==> src/rtl/irq_pkg.sv <==
package irq_pkg;
  localparam int NUM_SRC  = 6;
  localparam int SRC_TMR  = 0;
  localparam int SRC_TX   = 1;
  localparam int SRC_RX   = 2;
  localparam int SRC_IDLE = 3;
  localparam int SRC_FHI  = 4;
  localparam int SRC_FLO  = 5;
  typedef logic [NUM_SRC-1:0] src_vec_t;
endpackage

==> src/rtl/irq_timer.sv <==
module irq_timer #(
  parameter int TMR_W    = 8,
  parameter int TICK_DIV = 4
) (
  input  logic             clk,
  input  logic             rst_n,
  input  logic             load,
  input  logic [TMR_W-1:0] load_val,
  input  logic [TMR_W-1:0] reload_val,
  input  logic             auto_rst,
  input  logic             run,
  output logic [TMR_W-1:0] cnt,
  output logic             fire
);
  localparam int PW = (TICK_DIV > 1) ? $clog2(TICK_DIV) : 1;
  localparam logic [PW-1:0] PMAX = PW'(TICK_DIV - 1);
  localparam logic [TMR_W-1:0] ONE = TMR_W'(1);

  logic [PW-1:0] presc;
  logic          tick;

  assign tick = run && !load && (presc == PMAX);
  assign fire = tick && (cnt == ONE);

  always_ff @(posedge clk) begin
    if (!rst_n) begin
      presc <= '0;
    end else if (load || !run || presc == PMAX) begin
      presc <= '0;
    end else begin
      presc <= presc + PW'(1);
    end
  end

  always_ff @(posedge clk) begin
    if (!rst_n) begin
      cnt <= '0;
    end else if (load) begin
      cnt <= load_val;
    end else if (tick && cnt != '0) begin
      if (cnt == ONE) cnt <= auto_rst ? reload_val : '0;
      else            cnt <= cnt - ONE;
    end
  end

  // the one-step with auto-restart off lands on zero
  a_r3_stop_at_zero: assert property (@(posedge clk) disable iff (!rst_n)
    (fire && !auto_rst) |=> (cnt == '0));
  // a zero count holds until a load arrives
  a_r3_hold_zero: assert property (@(posedge clk) disable iff (!rst_n)
    (cnt == '0 && !load) |=> (cnt == '0));
  // the one-step with auto-restart on lands on the reload value
  a_r4_reload: assert property (@(posedge clk) disable iff (!rst_n)
    (fire && auto_rst) |=> (cnt == $past(reload_val)));
  // no counting while stopped
  a_r2_hold_stopped: assert property (@(posedge clk) disable iff (!rst_n)
    (!run && !load) |=> $stable(cnt));
endmodule

==> src/rtl/irq_req_bit.sv <==
module irq_req_bit (
  input  logic clk,
  input  logic rst_n,
  input  logic set,
  input  logic clr,
  output logic q
);
  always_ff @(posedge clk) begin
    if (!rst_n) q <= 1'b0;
    else        q <= set | (q & ~clr);
  end

  // a set event wins over a same-cycle clear
  a_r8_set_wins: assert property (@(posedge clk) disable iff (!rst_n)
    set |=> q);
  // a pending bit stays set without a clear
  a_r7_sticky: assert property (@(posedge clk) disable iff (!rst_n)
    (q && !clr) |=> q);
  // a clear without a set empties the bit
  a_r7_clear: assert property (@(posedge clk) disable iff (!rst_n)
    (clr && !set) |=> !q);
endmodule

==> src/rtl/irq_aggregator.sv <==
module irq_aggregator
  import irq_pkg::*;
#(
  parameter int TMR_W    = 8,
  parameter int TICK_DIV = 4
) (
  input  logic               clk,
  input  logic               rst_n,
  input  logic               tmr_load,
  input  logic [TMR_W-1:0]   tmr_load_val,
  input  logic [TMR_W-1:0]   tmr_reload_val,
  input  logic               tmr_auto,
  input  logic               tmr_run,
  input  logic               ev_tx_eof,
  input  logic               ev_crc_ready,
  input  logic               ev_nv_done,
  input  logic               ev_rx_end,
  input  logic               ev_cmd_idle,
  input  logic               ev_fifo_hi,
  input  logic               ev_fifo_lo,
  input  logic [NUM_SRC-1:0] irq_en,
  input  logic               clr_wr,
  input  logic [NUM_SRC-1:0] clr_mask,
  output logic [NUM_SRC-1:0] irq_req,
  output logic               irq_status,
  output logic               irq_pin,
  output logic [TMR_W-1:0]   tmr_value
);
  logic     tmr_fire;
  src_vec_t set_vec;
  src_vec_t clr_vec;

  irq_timer #(.TMR_W(TMR_W), .TICK_DIV(TICK_DIV)) u_timer (
    .clk        (clk),
    .rst_n      (rst_n),
    .load       (tmr_load),
    .load_val   (tmr_load_val),
    .reload_val (tmr_reload_val),
    .auto_rst   (tmr_auto),
    .run        (tmr_run),
    .cnt        (tmr_value),
    .fire       (tmr_fire)
  );

  always_comb begin
    set_vec           = '0;
    set_vec[SRC_TMR]  = tmr_fire;
    set_vec[SRC_TX]   = ev_tx_eof | ev_crc_ready | ev_nv_done;
    set_vec[SRC_RX]   = ev_rx_end;
    set_vec[SRC_IDLE] = ev_cmd_idle;
    set_vec[SRC_FHI]  = ev_fifo_hi;
    set_vec[SRC_FLO]  = ev_fifo_lo;
  end

  assign clr_vec = clr_wr ? clr_mask : '0;

  for (genvar i = 0; i < NUM_SRC; i++) begin : g_src
    irq_req_bit u_bit (
      .clk   (clk),
      .rst_n (rst_n),
      .set   (set_vec[i]),
      .clr   (clr_vec[i]),
      .q     (irq_req[i])
    );
  end

  assign irq_status = |(irq_req & irq_en);

  always_ff @(posedge clk) begin
    if (!rst_n) irq_pin <= 1'b0;
    else        irq_pin <= irq_status;
  end

  // the pin trails the status by one cycle
  a_r9_pin_lag: assert property (@(posedge clk) disable iff (!rst_n)
    1'b1 |=> (irq_pin == $past(irq_status)));
  // any transmit-side event raises the shared bit
  a_r5_tx_shared: assert property (@(posedge clk) disable iff (!rst_n)
    (ev_tx_eof || ev_crc_ready || ev_nv_done) |=> irq_req[SRC_TX]);
  // masked requests never reach the status
  a_r10_masked: assert property (@(posedge clk) disable iff (!rst_n)
    ((irq_req & irq_en) == '0) |-> !irq_status);
endmodule

==> config.mk <==
export PLATFORM = sky130hd
export DESIGN_NAME = irq_aggregator
export DESIGN_NICKNAME = d
export VERILOG_FILES = /design/src/rtl/irq_pkg.sv /design/src/rtl/irq_timer.sv /design/src/rtl/irq_req_bit.sv /design/src/rtl/irq_aggregator.sv
export SDC_FILE = /design/constraint.sdc
export NUM_CORES = 1
export LEC_CHECK = 0
export BUFFER_PORTS_ARGS = -buffer_cell sky130_fd_sc_hd__buf_4
export CAP_MARGIN = 0
export CORE_MARGIN = 8
export CORE_UTILIZATION = 30
export CTS_CLUSTER_SIZE = 20
export DETAILED_ROUTE_END_ITERATION = 10
export PLACE_DENSITY = 0.59
export SYNTH_ARGS = -nofsm -noshare
export SYNTH_HDL_FRONTEND = slang
export SYNTH_SLANG_ARGS = --single-unit
==> constraint.sdc <==
create_clock -name clk -period 2.69 [get_ports clk]
set_clock_uncertainty 0.05 [all_clocks]
set_input_delay 0.1345 -clock clk [delete_from_list [all_inputs] [get_ports clk]]
set_output_delay 0.1345 -clock clk [all_outputs]
set_load 0.02 [all_outputs]
==> results.py <==
metrics = {
    "power_and_ir_drop": {
        "ir_drop_mv": 0.2169,
        "power.density_mw_per_mm2": 432.0,
        "leakage_nw": 0.6979,
    },
    "die": {
        "initial_core_util_pct": 31.06,
        "die_area_sq_mm": 0.005981,
        "rows": 22,
        "die_y_um": 77.34,
        "die_width_um": 77.34,
        "ios": 57,
        "core_sq_mm": 0.003633,
    },
    "yosys": {
        "yosys.area.top_type_share_pct": 30.16,
        "synth_commonest_cells": "dfxtp_1, nand2_1, nor2b_1",
        "async_reset_ff_share_pct": 0,
        "synth-edff-count": 0,
        "avgSynthCellArea_sq_um": 8.817,
        "synth_top_flop_cell": "dfxtp_1",
        "synth_area_leaders": "dfxtp_1, ha_1, buf_4",
        "yosys.area.top_type": "dfxtp_1",
        "ys_types": 46,
        "synth_area_sq_mm": 0.001129,
        "ys_ff_latch": 17,
        "syn_nets": 173,
        "yosysMostFrequentCell": "dfxtp_1",
        "syn_inst": 128,
        "ys_seq_area_share_pct": 30.16,
        "ys_warn_count": 0,
    },
    "sta": {
        "worst_slew_pin_slew_ns": 0.6021,
        "rsz0062_at_grt": "false",
        "maxSlewViolCount": 0,
        "fin_crit_sh_pct": 75.93,
        "setup_tns_ns": 0,
        "fmax_ghz": 0.4896,
        "timing.final.ws_setup_ns": 0.6475,
        "setup_violations": 0,
        "max-slew-margin-rel_pct": 59.55,
        "period_needed_ns": 2.042,
        "final_hold_viol_count": 0,
    },
    "job": {
        "cap_violations": 0,
    },
    "global_route": {
        "grt_usage_pct": 12.67,
        "grt_pass1_wl_mm": 6.292,
        "grt-ovfl-total": 0,
        "grt_pass1_vias": 1235,
        "grt_max_degree": 17,
        "antenna_found_initial": 0,
    },
    "cts": {
        "htreeDepth": 1,
        "numClockSinks": 17,
        "clockBufferDepth": 2,
        "clkLatencyLatePin_ns": 0.26,
        "ctsRootBufferMaster": "clkbuf_8",
        "clkTransAtPathRegs_ns": 0.07,
        "numCtsBuffers": 3,
        "cts_tree": "built",
        "cts.repair.resized": 0,
        "post_cts_buffers": 0,
        "cts-hold-fix-buffers": 0,
    },
    "critical_path": {
        "crit_type": "register to register",
        "cp-end-kind": "register",
        "cp.required_ns": 2.77,
        "worst_setup_path_start_kind": "register",
        "worst_ep_arrival_time_ns": 2.12,
        "worstPathMaxFanout": 8,
    },
    "outcome": {
        "outcome": "finished clean",
    },
    "final_layout": {
        "drive_gt1_share_pct": 37.43,
        "multi_input_area_sq_um": 699.4,
        "fin_cells": 227,
        "n_fill_cell": 395,
        "nets": 225,
        "regArea_sq_um": 340.3,
        "antenna_cells": 0,
        "syn_to_final_growth_pct": 40.02,
    },
    "routing": {
        "wl_per_cell_um": 16.80,
        "wirelength_mm": 3.813,
        "avgViaCountPerCell": 5.498,
        "ant_nets": 0,
        "drc_errors": 0,
        "vias": 1248,
        "drtIter0Drc": 70,
        "first_pass_iters": 4,
    },
    "placed_design": {
        "hpwl_mm": 3.020,
        "gp_congestion": 0.8601,
        "pre_cts_slack_ns": 0.7250,
        "place_inst": 223,
        "port_buffers": 56,
    },
    "worst_hold_path": {
        "holdCritPathClass": "primary input to register",
    },
}
==> final timing paths <==
path | from | endpoint | slack [ns] | depth (start not counted)
max reg2reg | u_timer.cnt[0] | u_timer.cnt[1] | 0.65 | 5
max | u_timer.cnt[0] | u_timer.cnt[1] | 0.65 | 5
min reg2reg | u_timer.presc[0] | u_timer.presc[0] | 0.39 | 1
min | ev_nv_done | g_src[1].u_bit.q | 0.05 | 2
==> through the flow <==
step                      area [sq um]  power (W)  util [%]  hold slack (ns)
after floorplan                   1129  0.0004009         -           0.2202
after global placement            1535  0.0004864     42.25           0.3058
after detailed placement          1535  0.0004893     42.25           0.3111
after CTS                         1580  0.0006883     43.49          0.04395
after global routing              1580  0.0007191     43.49          0.04127
final                             1580  0.0006827     43.49          0.04775
==> critical path: stages (launching register included) <==
cell       delay, ns
dfxtp_1         0.46
ha_1            0.24
nor4b_4         0.46
nand2_1         0.18
a2111oi_0       0.40
o31ai_1         0.13
==> logic make-up (layout without fill, tap and decap cells) <==
logic type               count (synthesis)  after routing  synth area share [%]
buffers and inverters                   13             64                 7.870
adder cells (fa/ha/maj)                  4              4                 4.435
multiplexers                             3              3                 2.772
flip-flops                              17             17                 30.16
AND/OR/NAND/NOR                         52             52                 29.82
XOR/XNOR                                 1              1                0.7762
AO/OA/AOI/OAI                           38             38                 24.17
==> metal layers <==
layer	global-route usage, %	routed length (um)
met1	15.53	1685
met2	19.63	1683
met3	3.571	347
met4	6.792	96
met5	0	0
==> layout make-up <==
class,count,share of cell area [%]
tap,48,3.800
multi-input combinational,98,44.26
inverter,4,0.9501
clock buffer,4,2.850
timing repair buffer,56,26.60
sequential,17,21.54
==> power breakdown <==
part,switching [W],total (W),leakage (nW),internal [W]
Clock,0.0000939,0.000199,0.0228,0.000105
Sequential,0.0000232,0.000290,0.141,0.000267
Combinational,0.0000916,0.000193,0.534,0.000102
Total,0.000209,0.000683,0.698,0.000474
==> placed cells by master, fill, tap and decap left out, types with 3 or more instances in the layout <==
cell type / netlist / final
a2111oi_0: 3 / 3
a21oi_1: 5 / 5
a22oi_1: 5 / 5
a31oi_1: 4 / 4
and3_1: 3 / 3
buf_4: 6 / 56
clkbuf_8: 1 / 3
dfxtp_1: 17 / 17
ha_1: 4 / 4
inv_1: 4 / 4
nand2_1: 10 / 10
nand3_1: 6 / 6
nor2_1: 4 / 4
nor2b_1: 7 / 7
nor3_1: 6 / 6
o21ai_0: 3 / 3
o22ai_1: 3 / 3
o31ai_1: 3 / 3
==> flip-flops by register name, indices dropped and copies added (netlist names) <==
register and count:
u_timer.cnt 8, g_src.u_bit.q 6, u_timer.presc 2, irq_pin 1
No activity file was read; power rests on OpenSTA's default activity.
